$ cat src/rtl/tmr_port_pkg.sv
package tmr_port_pkg;
  localparam int DW = 8;
  localparam int CW = 2 * DW;

  typedef enum logic [1:0] {
    ACC_LATCH = 2'd0,
    ACC_LO    = 2'd1,
    ACC_HI    = 2'd2,
    ACC_WORD  = 2'd3
  } acc_e;

  typedef struct packed {
    logic [1:0] sel;
    acc_e       acc;
    logic [2:0] mode;
    logic       bcd;
  } ctl_word_t;

  // modes 6 and 7 alias 2 and 3
  function automatic logic [2:0] fold_mode(logic [2:0] m);
    return (m > 3'd5) ? (m - 3'd4) : m;
  endfunction
endpackage

$ cat src/rtl/tp_cmd_decode.sv
module tp_cmd_decode
  import tmr_port_pkg::*;
#(
  parameter int NCH = 3
) (
  input  logic          wr_i,
  input  logic [1:0]    addr_i,
  input  logic [DW-1:0] wdata_i,
  output logic [NCH-1:0] prog_o,
  output logic [NCH-1:0] cnt_latch_o,
  output logic [NCH-1:0] sts_latch_o,
  output logic [NCH-1:0] data_wr_o,
  output acc_e          acc_o,
  output logic [2:0]    mode_o,
  output logic          bcd_o
);
  ctl_word_t ctl;
  logic      is_ctl, is_rb;

  always_comb begin
    ctl    = ctl_word_t'(wdata_i);
    is_ctl = wr_i && (addr_i == 2'd3);
    is_rb  = (ctl.sel == 2'd3);
    acc_o  = ctl.acc;
    mode_o = fold_mode(ctl.mode);
    bcd_o  = ctl.bcd;
    for (int c = 0; c < NCH; c++) begin
      prog_o[c]      = is_ctl && !is_rb && (ctl.sel == 2'(c)) && (ctl.acc != ACC_LATCH);
      cnt_latch_o[c] = is_ctl && (is_rb ? (wdata_i[c+1] && !wdata_i[5])
                                        : ((ctl.sel == 2'(c)) && (ctl.acc == ACC_LATCH)));
      sts_latch_o[c] = is_ctl && is_rb && wdata_i[c+1] && !wdata_i[4];
      data_wr_o[c]   = wr_i && (addr_i == 2'(c));
    end
  end
endmodule

$ cat src/rtl/tp_chan.sv
module tp_chan
  import tmr_port_pkg::*;
(
  input  logic          clk_i,
  input  logic          rst_ni,
  input  logic          prog_i,
  input  acc_e          acc_i,
  input  logic [2:0]    mode_i,
  input  logic          bcd_i,
  input  logic          cnt_latch_i,
  input  logic          sts_latch_i,
  input  logic          wr_i,
  input  logic          rd_i,
  input  logic [DW-1:0] wdata_i,
  input  logic [CW-1:0] live_i,
  input  logic          out_i,
  output logic [DW-1:0] rdata_o,
  output logic          load_o,
  output logic [CW-1:0] load_val_o,
  output logic [2:0]    mode_o,
  output logic          bcd_o
);
  acc_e          acc_q, cl_q;
  logic [2:0]    mode_q;
  logic          bcd_q, wr_hi_q, rd_hi_q, sts_vld_q;
  logic [DW-1:0] wr_lo_q, sts_q;
  logic [CW-1:0] cl_val_q;

  always_ff @(posedge clk_i or negedge rst_ni) begin
    if (!rst_ni) begin
      acc_q     <= ACC_WORD;
      mode_q    <= 3'd0;
      bcd_q     <= 1'b0;
      wr_hi_q   <= 1'b0;
      rd_hi_q   <= 1'b0;
      wr_lo_q   <= '0;
      sts_vld_q <= 1'b0;
      sts_q     <= '0;
      cl_q      <= ACC_LATCH;   // ACC_LATCH here means no latch pending
      cl_val_q  <= '0;
    end else begin
      if (prog_i) begin
        acc_q   <= acc_i;
        mode_q  <= mode_i;
        bcd_q   <= bcd_i;
        wr_hi_q <= 1'b0;
        rd_hi_q <= 1'b0;
      end
      if (cnt_latch_i && (cl_q == ACC_LATCH)) begin
        cl_q     <= acc_q;
        cl_val_q <= live_i;
      end
      if (sts_latch_i && !sts_vld_q) begin
        sts_vld_q <= 1'b1;
        sts_q     <= {out_i, 1'b0, acc_q, mode_q, bcd_q};
      end
      if (wr_i && (acc_q == ACC_WORD)) begin
        if (!wr_hi_q) begin
          wr_lo_q <= wdata_i;
          wr_hi_q <= 1'b1;
        end else begin
          wr_hi_q <= 1'b0;
        end
      end
      if (rd_i) begin
        if (sts_vld_q) sts_vld_q <= 1'b0;
        else if (cl_q != ACC_LATCH) cl_q <= (cl_q == ACC_WORD) ? ACC_HI : ACC_LATCH;
        else if (acc_q == ACC_WORD) rd_hi_q <= !rd_hi_q;
      end
    end
  end

  always_comb begin
    load_o = wr_i && ((acc_q != ACC_WORD) || wr_hi_q);
    unique case (acc_q)
      ACC_HI:   load_val_o = {wdata_i, {DW{1'b0}}};
      ACC_WORD: load_val_o = {wdata_i, wr_lo_q};
      default:  load_val_o = {{DW{1'b0}}, wdata_i};
    endcase
    if (sts_vld_q)
      rdata_o = sts_q;
    else if (cl_q != ACC_LATCH)
      rdata_o = (cl_q == ACC_HI) ? cl_val_q[CW-1:DW] : cl_val_q[DW-1:0];
    else if ((acc_q == ACC_HI) || ((acc_q == ACC_WORD) && rd_hi_q))
      rdata_o = live_i[CW-1:DW];
    else
      rdata_o = live_i[DW-1:0];
  end

  assign mode_o = mode_q;
  assign bcd_o  = bcd_q;
endmodule

$ cat src/rtl/timer_ctrl_port.sv
module timer_ctrl_port
  import tmr_port_pkg::*;
#(
  parameter int NCH = 3
) (
  input  logic             clk_i,
  input  logic             rst_ni,
  input  logic [1:0]       addr_i,
  input  logic             wr_i,
  input  logic             rd_i,
  input  logic [DW-1:0]    wdata_i,
  output logic [DW-1:0]    rdata_o,
  input  logic [NCH*CW-1:0] live_cnt_i,
  input  logic [NCH-1:0]   chan_out_i,
  output logic [NCH-1:0]   load_o,
  output logic [CW-1:0]    load_val_o,
  output logic [NCH*3-1:0] mode_o,
  output logic [NCH-1:0]   bcd_o
);
  logic [NCH-1:0] prog, cnt_latch, sts_latch, data_wr, ch_rd, ch_load;
  acc_e           dec_acc;
  logic [2:0]     dec_mode;
  logic           dec_bcd;
  logic [DW-1:0]  ch_rdata [NCH];
  logic [CW-1:0]  ch_lval  [NCH];
  logic [CW-1:0]  lval_mux;

  tp_cmd_decode #(.NCH(NCH)) u_dec (
    .wr_i        (wr_i),
    .addr_i      (addr_i),
    .wdata_i     (wdata_i),
    .prog_o      (prog),
    .cnt_latch_o (cnt_latch),
    .sts_latch_o (sts_latch),
    .data_wr_o   (data_wr),
    .acc_o       (dec_acc),
    .mode_o      (dec_mode),
    .bcd_o       (dec_bcd)
  );

  for (genvar c = 0; c < NCH; c++) begin : g_ch
    assign ch_rd[c] = rd_i && !wr_i && (addr_i == 2'(c));
    tp_chan u_ch (
      .clk_i       (clk_i),
      .rst_ni      (rst_ni),
      .prog_i      (prog[c]),
      .acc_i       (dec_acc),
      .mode_i      (dec_mode),
      .bcd_i       (dec_bcd),
      .cnt_latch_i (cnt_latch[c]),
      .sts_latch_i (sts_latch[c]),
      .wr_i        (data_wr[c]),
      .rd_i        (ch_rd[c]),
      .wdata_i     (wdata_i),
      .live_i      (live_cnt_i[c*CW +: CW]),
      .out_i       (chan_out_i[c]),
      .rdata_o     (ch_rdata[c]),
      .load_o      (ch_load[c]),
      .load_val_o  (ch_lval[c]),
      .mode_o      (mode_o[c*3 +: 3]),
      .bcd_o       (bcd_o[c])
    );
  end

  always_comb begin
    rdata_o  = '0;
    lval_mux = '0;
    for (int c = 0; c < NCH; c++) begin
      if (addr_i == 2'(c)) rdata_o = ch_rdata[c];
      if (ch_load[c]) lval_mux = lval_mux | ch_lval[c];
    end
  end

  always_ff @(posedge clk_i or negedge rst_ni) begin
    if (!rst_ni) begin
      load_o     <= '0;
      load_val_o <= '0;
    end else begin
      load_o     <= ch_load;
      load_val_o <= lval_mux;
    end
  end
endmodule

$ cat config.mk
export PLATFORM = sky130hd
export DESIGN_NAME = timer_ctrl_port
export DESIGN_NICKNAME = d
export VERILOG_FILES = /design/src/rtl/tmr_port_pkg.sv /design/src/rtl/tp_cmd_decode.sv /design/src/rtl/tp_chan.sv /design/src/rtl/timer_ctrl_port.sv
export SDC_FILE = /design/constraint.sdc
export NUM_CORES = 1
export LEC_CHECK = 0
export ABC_AREA = 1
export ABC_CLOCK_PERIOD_IN_PS = 1400
export BUFFER_PORTS_ARGS = -buffer_cell sky130_fd_sc_hd__buf_2
export CAP_MARGIN = 30
export CORE_MARGIN = 3
export CORE_UTILIZATION = 27
export DETAILED_ROUTE_END_ITERATION = 12
export GPL_TIMING_DRIVEN = 1
export PLACE_DENSITY = 0.42
export SYNTH_ARGS = -nofsm -noshare
export SYNTH_HDL_FRONTEND = slang
export SYNTH_SLANG_ARGS = --single-unit
$ cat constraint.sdc
create_clock -name clk_i -period 1.4 [get_ports clk_i]
set_input_delay 0.07 -clock clk_i [delete_from_list [all_inputs] [get_ports clk_i]]
set_output_delay 0.07 -clock clk_i [all_outputs]
set_load 0.02 [all_outputs]
# Yosys cells after proc, flatten, opt, wreduce, memory -nomap -nowiden
# Cells that the tools add are included.
# Widths: inputs -> output; s select.
[totals]
ff_bits = 145
inputBits = 65
out_inout_bits = 39
elab_cells = 211
[op_classes]
n_addsub = 1
magnitude_cmp = 1
n_eq_ne = 21
mux = 73
bitwise = 5
n_reduce_logical = 78
[ops]
columns = ["op", "count"]
rows = [
  ["$mux 8", 15],
  ["$pmux 16 s2", 3],
  ["$mux 16", 3],
  ["$logic_and 1x1->1", 46],
  ["$mux 1", 36],
  ["$eq 2x2->1 const B", 16],
  ["$or 16x16->16", 2],
  ["$mux 2", 15],
  ["$reduce_bool 2->1", 7],
  ["$logic_not 2->1", 6],
  ["$logic_not 1->1", 10],
  ["$logic_or 1x1->1", 6],
  ["$ne 2x2->1 const B", 3],
  ["$reduce_and 2->1", 3],
  ["$eq 2x1->1 const B", 2],
  ["$gt 3x3->1 const B", 1],
  ["$mux 3", 1],
  ["$not 1->1", 3],
  ["$sub 3x3->3 const B", 1],
]

# Logic depth before layout (Yosys ltp)
[depth]
ltp_word = 10
depth_mapped = 9
ltp_nobuf = 9

# Modules after synthesis
# Synthesis repeated with hierarchy kept, for this count alone.
[unflattened]
hier_cells = 1039
area_unflattened_um2 = 8164.1
[modules_own_cells]
columns = ["module", "n_inst", "cells_per_inst", "area_each_um2", "seq_area_each_um2"]
rows = [
  ["tp_chan", 3, 288, 2307.2, 1053.5],
  ["timer_ctrl_port", 1, 131, 994.7, 475.5],
  ["tp_cmd_decode", 1, 44, 247.7, 0.0],
]

# Worst setup path before layout
# OpenSTA, ideal clock, no wires.
[synth_timing]
kind = "flip-flop to output port"
startpoint = "register g_ch[0].u_ch.acc_q[1]"
endpoint = "output rdata_o[0]"
t_arrival_ns = 1.351
slack_ns = -0.021
path_stages_with_launch = 9
path_buffers = 1
cell_sequence = "dfstp_2 buf_2 nand2_1 nand2_1 nand3_1 nand2_1 nand2_1 nand2_1 nand3_1"
[synth_via]
elab_chain_cells = 9
elab_cells_between_ends = 10
[synth_rtl]
columns = ["element", "line", "rtl"]
rows = [
  ["start: declaration", "tp_chan.sv:23", "acc_e acc_q, cl_q;"],
  ["start signal: assignment", "tp_chan.sv:43", "acc_q <= acc_i;"],
  ["$eq 2x2->1", "tp_chan.sv:84", "else if ((acc_q == ACC_HI) || ((acc_q == ACC_WORD) && rd_hi_q))"],
  ["$logic_and 1x1->1", "tp_chan.sv:84", ""],
  ["$logic_or 1x1->1 (*)", "tp_chan.sv:84", ""],
  ["$mux 8 (*)", "tp_chan.sv:84", ""],
  ["$mux 8 (*)", "tp_chan.sv:82", "else if (cl_q != ACC_LATCH)"],
  ["$mux 8 (*)", "tp_chan.sv:80", "if (sts_vld_q)"],
  ["$mux 8 (*) (3 in series)", "timer_ctrl_port.sv:69", "if (addr_i == 2'(c)) rdata_o = ch_rdata[c];"],
  ["end: declaration", "timer_ctrl_port.sv:12", "output logic [DW-1:0] rdata_o,"],
]
# Mark *: on every way between the ends. The rest lies on a longest branch, timed or not.

# Worst setup path in the final report
[layout_timing]
startpoint = "register g_ch[1].u_ch.acc_q[0]"
endpoint = "output rdata_o[2]"
[layout_via]
elab_chain_cells = 8
elab_cells_between_ends = 9
[layout_rtl]
columns = ["element", "line"]
rows = [
  ["start: declaration", "tp_chan.sv:23"],
  ["start signal: assignment", "tp_chan.sv:43"],
  ["$eq 2x2->1", "tp_chan.sv:84"],
  ["$logic_and 1x1->1", "tp_chan.sv:84"],
  ["$logic_or 1x1->1 (*)", "tp_chan.sv:84"],
  ["$mux 8 (*)", "tp_chan.sv:84"],
  ["$mux 8 (*)", "tp_chan.sv:82"],
  ["$mux 8 (*)", "tp_chan.sv:80"],
  ["$mux 8 (*) (2 in series)", "timer_ctrl_port.sv:69"],
]
# Marked as above.

==> run_summary.xml <==
<?xml version="1.0" encoding="UTF-8"?>
<metrics>
  <group name="hold_path">
    <metric name="worst_hold_end" unit="">load_val_o[13]$_DFF_PN0_</metric>
    <metric name="start_point_of_the_worst_min_delay_path" unit="">wdata_i[5]</metric>
    <metric name="whs_path_depth" unit="">4</metric>
    <metric name="hold_path_class" unit="">primary input to register</metric>
  </group>
  <group name="synth">
    <metric name="most_common_cell_in_the_netlist" unit="">sky130_fd_sc_hd__nand2_1</metric>
    <metric name="yosysUniqueCellTypes" unit="">36</metric>
    <metric name="synth_seq_area_share" unit="">0.494</metric>
    <metric name="yosys_register_bits" unit="">145</metric>
    <metric name="ys_warn_count" unit="">0</metric>
    <metric name="synthesis.instances" unit="">934</metric>
    <metric name="synth_top_area_share" unit="">0.472</metric>
    <metric name="netlist_top_cells_area" unit="">sky130_fd_sc_hd__dfrtp_1 47%, sky130_fd_sc_hd__nand2_1 16%, sky130_fd_sc_hd__nand3_1 6.1%</metric>
    <metric name="synth_edf_count" unit="">0</metric>
    <metric name="yosys-top-cells-count" unit="">321 x sky130_fd_sc_hd__nand2_1, 139 x sky130_fd_sc_hd__dfrtp_1, 90 x sky130_fd_sc_hd__nand3_1</metric>
    <metric name="synthesis.nets" unit="">999</metric>
    <metric name="avgSynthCellArea" unit="um^2">7.88</metric>
    <metric name="synthFlopType" unit="">sky130_fd_sc_hd__dfrtp_1</metric>
    <metric name="synth_top_area_cell" unit="">sky130_fd_sc_hd__dfrtp_1</metric>
    <metric name="synth-async-reset-ratio" unit="">1.00</metric>
    <metric name="syn_area" unit="um^2">7360</metric>
  </group>
  <group name="timing">
    <metric name="final_count_of_hold_timing_violations" unit="">0</metric>
    <metric name="max_freq" unit="MHz">537</metric>
    <metric name="rsz0062_at_grt" unit="">true</metric>
    <metric name="finalMaxSlewViolations" unit="">0</metric>
    <metric name="final-setup-viol-count" unit="">43</metric>
    <metric name="timing.max_slew.rel_slack" unit="">0.461</metric>
    <metric name="share_of_the_cycle_needed_by_the_critical_path_after_routing" unit="">1.33</metric>
    <metric name="setup_slack" unit="ns">-0.462</metric>
    <metric name="layout_min_cycle_time" unit="ns">1.86</metric>
    <metric name="slew_worst_pin" unit="ns">0.806</metric>
    <metric name="timing.clock.skew" unit="ns">0.0149</metric>
  </group>
  <group name="routing">
    <metric name="wire_per_inst" unit="um">16.5</metric>
    <metric name="dr.first_iter.drc_count" unit="">523</metric>
    <metric name="dr_total_vias" unit="">7002</metric>
    <metric name="drt_pass1_iterations" unit="">5</metric>
    <metric name="ant_nets" unit="">0</metric>
    <metric name="drc" unit="">0</metric>
    <metric name="vias_per_cell" unit="">4.57</metric>
    <metric name="postRouteWirelength" unit="um">25400</metric>
  </group>
  <group name="worst_setup_path">
    <metric name="reg2reg_to" unit="">load_val_o[4]$_DFF_PN0_</metric>
    <metric name="worstRegToRegCells" unit="">12</metric>
    <metric name="cp_slowest_cell" unit="">sky130_fd_sc_hd__dfstp_2</metric>
    <metric name="cp.buffers_inverters" unit="">2</metric>
    <metric name="timing.reg2reg.setup_slack" unit="ns">-0.39</metric>
    <metric name="cp-end-kind" unit="">output pin</metric>
    <metric name="critical_path_class" unit="">register to output pin</metric>
    <metric name="critical_path.max_stage_delay" unit="ns">0.55</metric>
    <metric name="worstPathCellList" unit="">nand2_4 &gt; nand2_4 &gt; buf_12 &gt; nand2_1 &gt; nand2_1 &gt; o21ai_1 &gt; nand2_1 &gt; nand3_2 &gt; buf_6</metric>
    <metric name="critical_path.reg2reg.startpoint" unit="">g_ch[0].u_ch.acc_q[1]$_DFFE_PN1P_</metric>
    <metric name="critPathLaunchType" unit="">register</metric>
    <metric name="worst_path_most_repeated_cell" unit="">sky130_fd_sc_hd__nand2_1</metric>
    <metric name="worstPathMaxFanout" unit="">8</metric>
    <metric name="critical_path_arrival" unit="ns">1.79</metric>
    <metric name="crit_required" unit="ns">1.33</metric>
    <metric name="cpLargestDelayFamily" unit="">flip-flops</metric>
  </group>
  <group name="grt">
    <metric name="grt_pass1_wl" unit="um">39600</metric>
    <metric name="grt.total_usage" unit="">0.175</metric>
    <metric name="grt_overflow_total" unit="">0</metric>
    <metric name="antenna_violations_before_repair" unit="">0</metric>
    <metric name="grt_max_degree" unit="">35</metric>
    <metric name="grt_pass1_vias" unit="">6942</metric>
  </group>
  <group name="floorplan">
    <metric name="die_w" unit="um">171</metric>
    <metric name="ioPinCount" unit="">104</metric>
    <metric name="coreArea" unit="um^2">26400</metric>
    <metric name="num_rows" unit="">59</metric>
    <metric name="floorplan.die_area" unit="um^2">29300</metric>
    <metric name="start_util" unit="">0.279</metric>
    <metric name="chip_height" unit="um">171</metric>
  </group>
  <group name="clocking">
    <metric name="cts_root_buf" unit="">sky130_fd_sc_hd__clkbuf_16</metric>
    <metric name="ctsLongestPathBuffers" unit="">2</metric>
    <metric name="cts_tree" unit="">yes</metric>
    <metric name="cts_made_buffers" unit="">17</metric>
    <metric name="clock_transition_at_path_regs" unit="ns">0.06</metric>
    <metric name="clkSinkCount" unit="">145</metric>
    <metric name="cts-htree-levels" unit="">4</metric>
    <metric name="clock_latency" unit="ns">0.43</metric>
  </group>
  <group name="pwr">
    <metric name="p_per_area" unit="nW/um^2">1250</metric>
    <metric name="static-leakage-power" unit="nW">5.63</metric>
    <metric name="vdd_ir_drop_max" unit="V">0.000835</metric>
  </group>
  <group name="final_layout">
    <metric name="n_antenna_cell" unit="">0</metric>
    <metric name="final_area" unit="um^2">11000</metric>
    <metric name="area_growth" unit="%">49.7</metric>
    <metric name="drive_above_1_share" unit="">0.363</metric>
    <metric name="fin_cells" unit="">1533</metric>
    <metric name="num-nets-final" unit="">1250</metric>
  </group>
  <group name="outcome">
    <metric name="failed_checks" unit="">setup timing</metric>
    <metric name="outcome" unit="">finished, violations left</metric>
  </group>
  <group name="place">
    <metric name="place_inst" unit="">1419</metric>
    <metric name="detailedPlacementHpwl" unit="um">17500</metric>
    <metric name="gp_routability_congestion" unit="">0.790</metric>
    <metric name="placedInstanceArea" unit="um^2">8900</metric>
    <metric name="port_buffers" unit="">103</metric>
  </group>
  <group name="flow_run">
    <metric name="cap_viol_max_count" unit="">0</metric>
  </group>
</metrics>
-- stage by stage --
step	utilization	worst slack [ns]	setup TNS, ns	power (mW)	hold slack, ns
4_1_cts	0.393	-0.486	-8.43	13.5	0.0270
2_1_floorplan	-	0.0100	0	7.15	-0.226
5_1_grt	0.417	-0.557	-16.07	14.6	0.0391
3_5_place_dp	0.337	-0.171	-2.67	8.56	-0.0302
6_report	0.417	-0.462	-12.88	13.8	0.0444
3_3_place_gp	0.337	-0.176	-1.79	8.55	-0.0263
-- worst max-delay path by stage --
stage | from | to | slack [ns] | depth (start not counted)
2_1_floorplan | g_ch[0].u_ch.acc_q[1]$_DFFE_PN1P_ | rdata_o[6] | 0.01 | 7
3_3_place_gp | g_ch[0].u_ch.acc_q[0]$_DFFE_PN1P_ | rdata_o[1] | -0.18 | 10
3_5_place_dp | g_ch[0].u_ch.acc_q[0]$_DFFE_PN1P_ | rdata_o[1] | -0.17 | 10
4_1_cts | g_ch[0].u_ch.acc_q[0]$_DFFE_PN1P_ | rdata_o[0] | -0.49 | 10
5_1_grt | g_ch[0].u_ch.acc_q[1]$_DFFE_PN1P_ | rdata_o[5] | -0.56 | 8
6_report | g_ch[1].u_ch.acc_q[0]$_DFFE_PN1P_ | rdata_o[2] | -0.46 | 9
-- worst min-delay path: stages --
cell and delay, ns:
sky130_fd_sc_hd__buf_2 0.10, sky130_fd_sc_hd__buf_4 0.16, sky130_fd_sc_hd__nand2_2 0.06, sky130_fd_sc_hd__inv_2 0.04
-- metal layers --
layer / GRT usage / up-vias / routed length, um
met2: 0.273 / 158 / 11600
met3: 0.0310 / 28 / 878
met4: 0.0500 / 0 / 439
li1: - / 3514 / -
met5: 0 / - / 0
met1: 0.249 / 3302 / 12400
-- cell usage in the layout, fill, tap and decap left out, drive strengths merged, types with 2 or more instances in the layout --
| cell type | instances |
|---|---|
| nand4 | 3 |
| nand2 | 331 |
| o21ai | 137 |
| o31ai | 2 |
| dlygate4sd3 | 59 |
| dfrtp | 139 |
| nor3 | 8 |
| o22ai | 10 |
| nor2 | 60 |
| dfstp | 6 |
| buf | 205 |
| clkbuf | 20 |
| a31oi | 6 |
| inv | 93 |
| nand3 | 92 |
| clkinvlp | 5 |
| clkinv | 10 |
| or2 | 8 |
-- cells by family after synthesis --
group | Yosys count | share of synthesized area
buffers and inverters | 132 | 0.0785
DFF | 145 | 0.494
AOI/OAI and AO/OA | 157 | 0.127
and+or+nand+nor | 500 | 0.300
-- power breakdown --
group | internal [mW] | switching [mW]
clock network | 2.47 | 1.94
registers | 4.89 | 0.458
logic | 1.78 | 2.28
total | 9.14 | 4.68
-- flip-flops by register name, summed over array words and instances, names as in the netlist --
signal and cells:
g_ch.u_ch.cl_val_q 48, g_ch.u_ch.wr_lo_q 24, g_ch.u_ch.sts_q 21, load_val_o 16, g_ch.u_ch.mode_o 9, g_ch.u_ch.acc_q 6, g_ch.u_ch.cl_q 6, g_ch.u_ch.bcd_o 3
g_ch.u_ch.rd_hi_q 3, g_ch.u_ch.sts_vld_q 3, g_ch.u_ch.wr_hi_q 3, load_o 3
-- layout make-up --
class / instances / area (um^2)
fill: 2678 / 15400
timing repair inverter: 1 / 7.51
multi-input combinational: 660 / 3770
timing repair buffer: 266 / 2250
clock inverter: 14 / 133
inverter: 94 / 370
clock buffer: 18 / 429
sequential: 145 / 3640
tap: 335 / 419
-- what timing repair did --
item,in CTS,in global routing
setup buffers,7,11
pin swaps,12,42
gates resized for setup,85,127
hold buffers,59,0
hold endpoints to repair,199,0
setup endpoints to repair,37,90
gates cloned,1,6
Note: power is estimated with default switching activity, not from simulation.
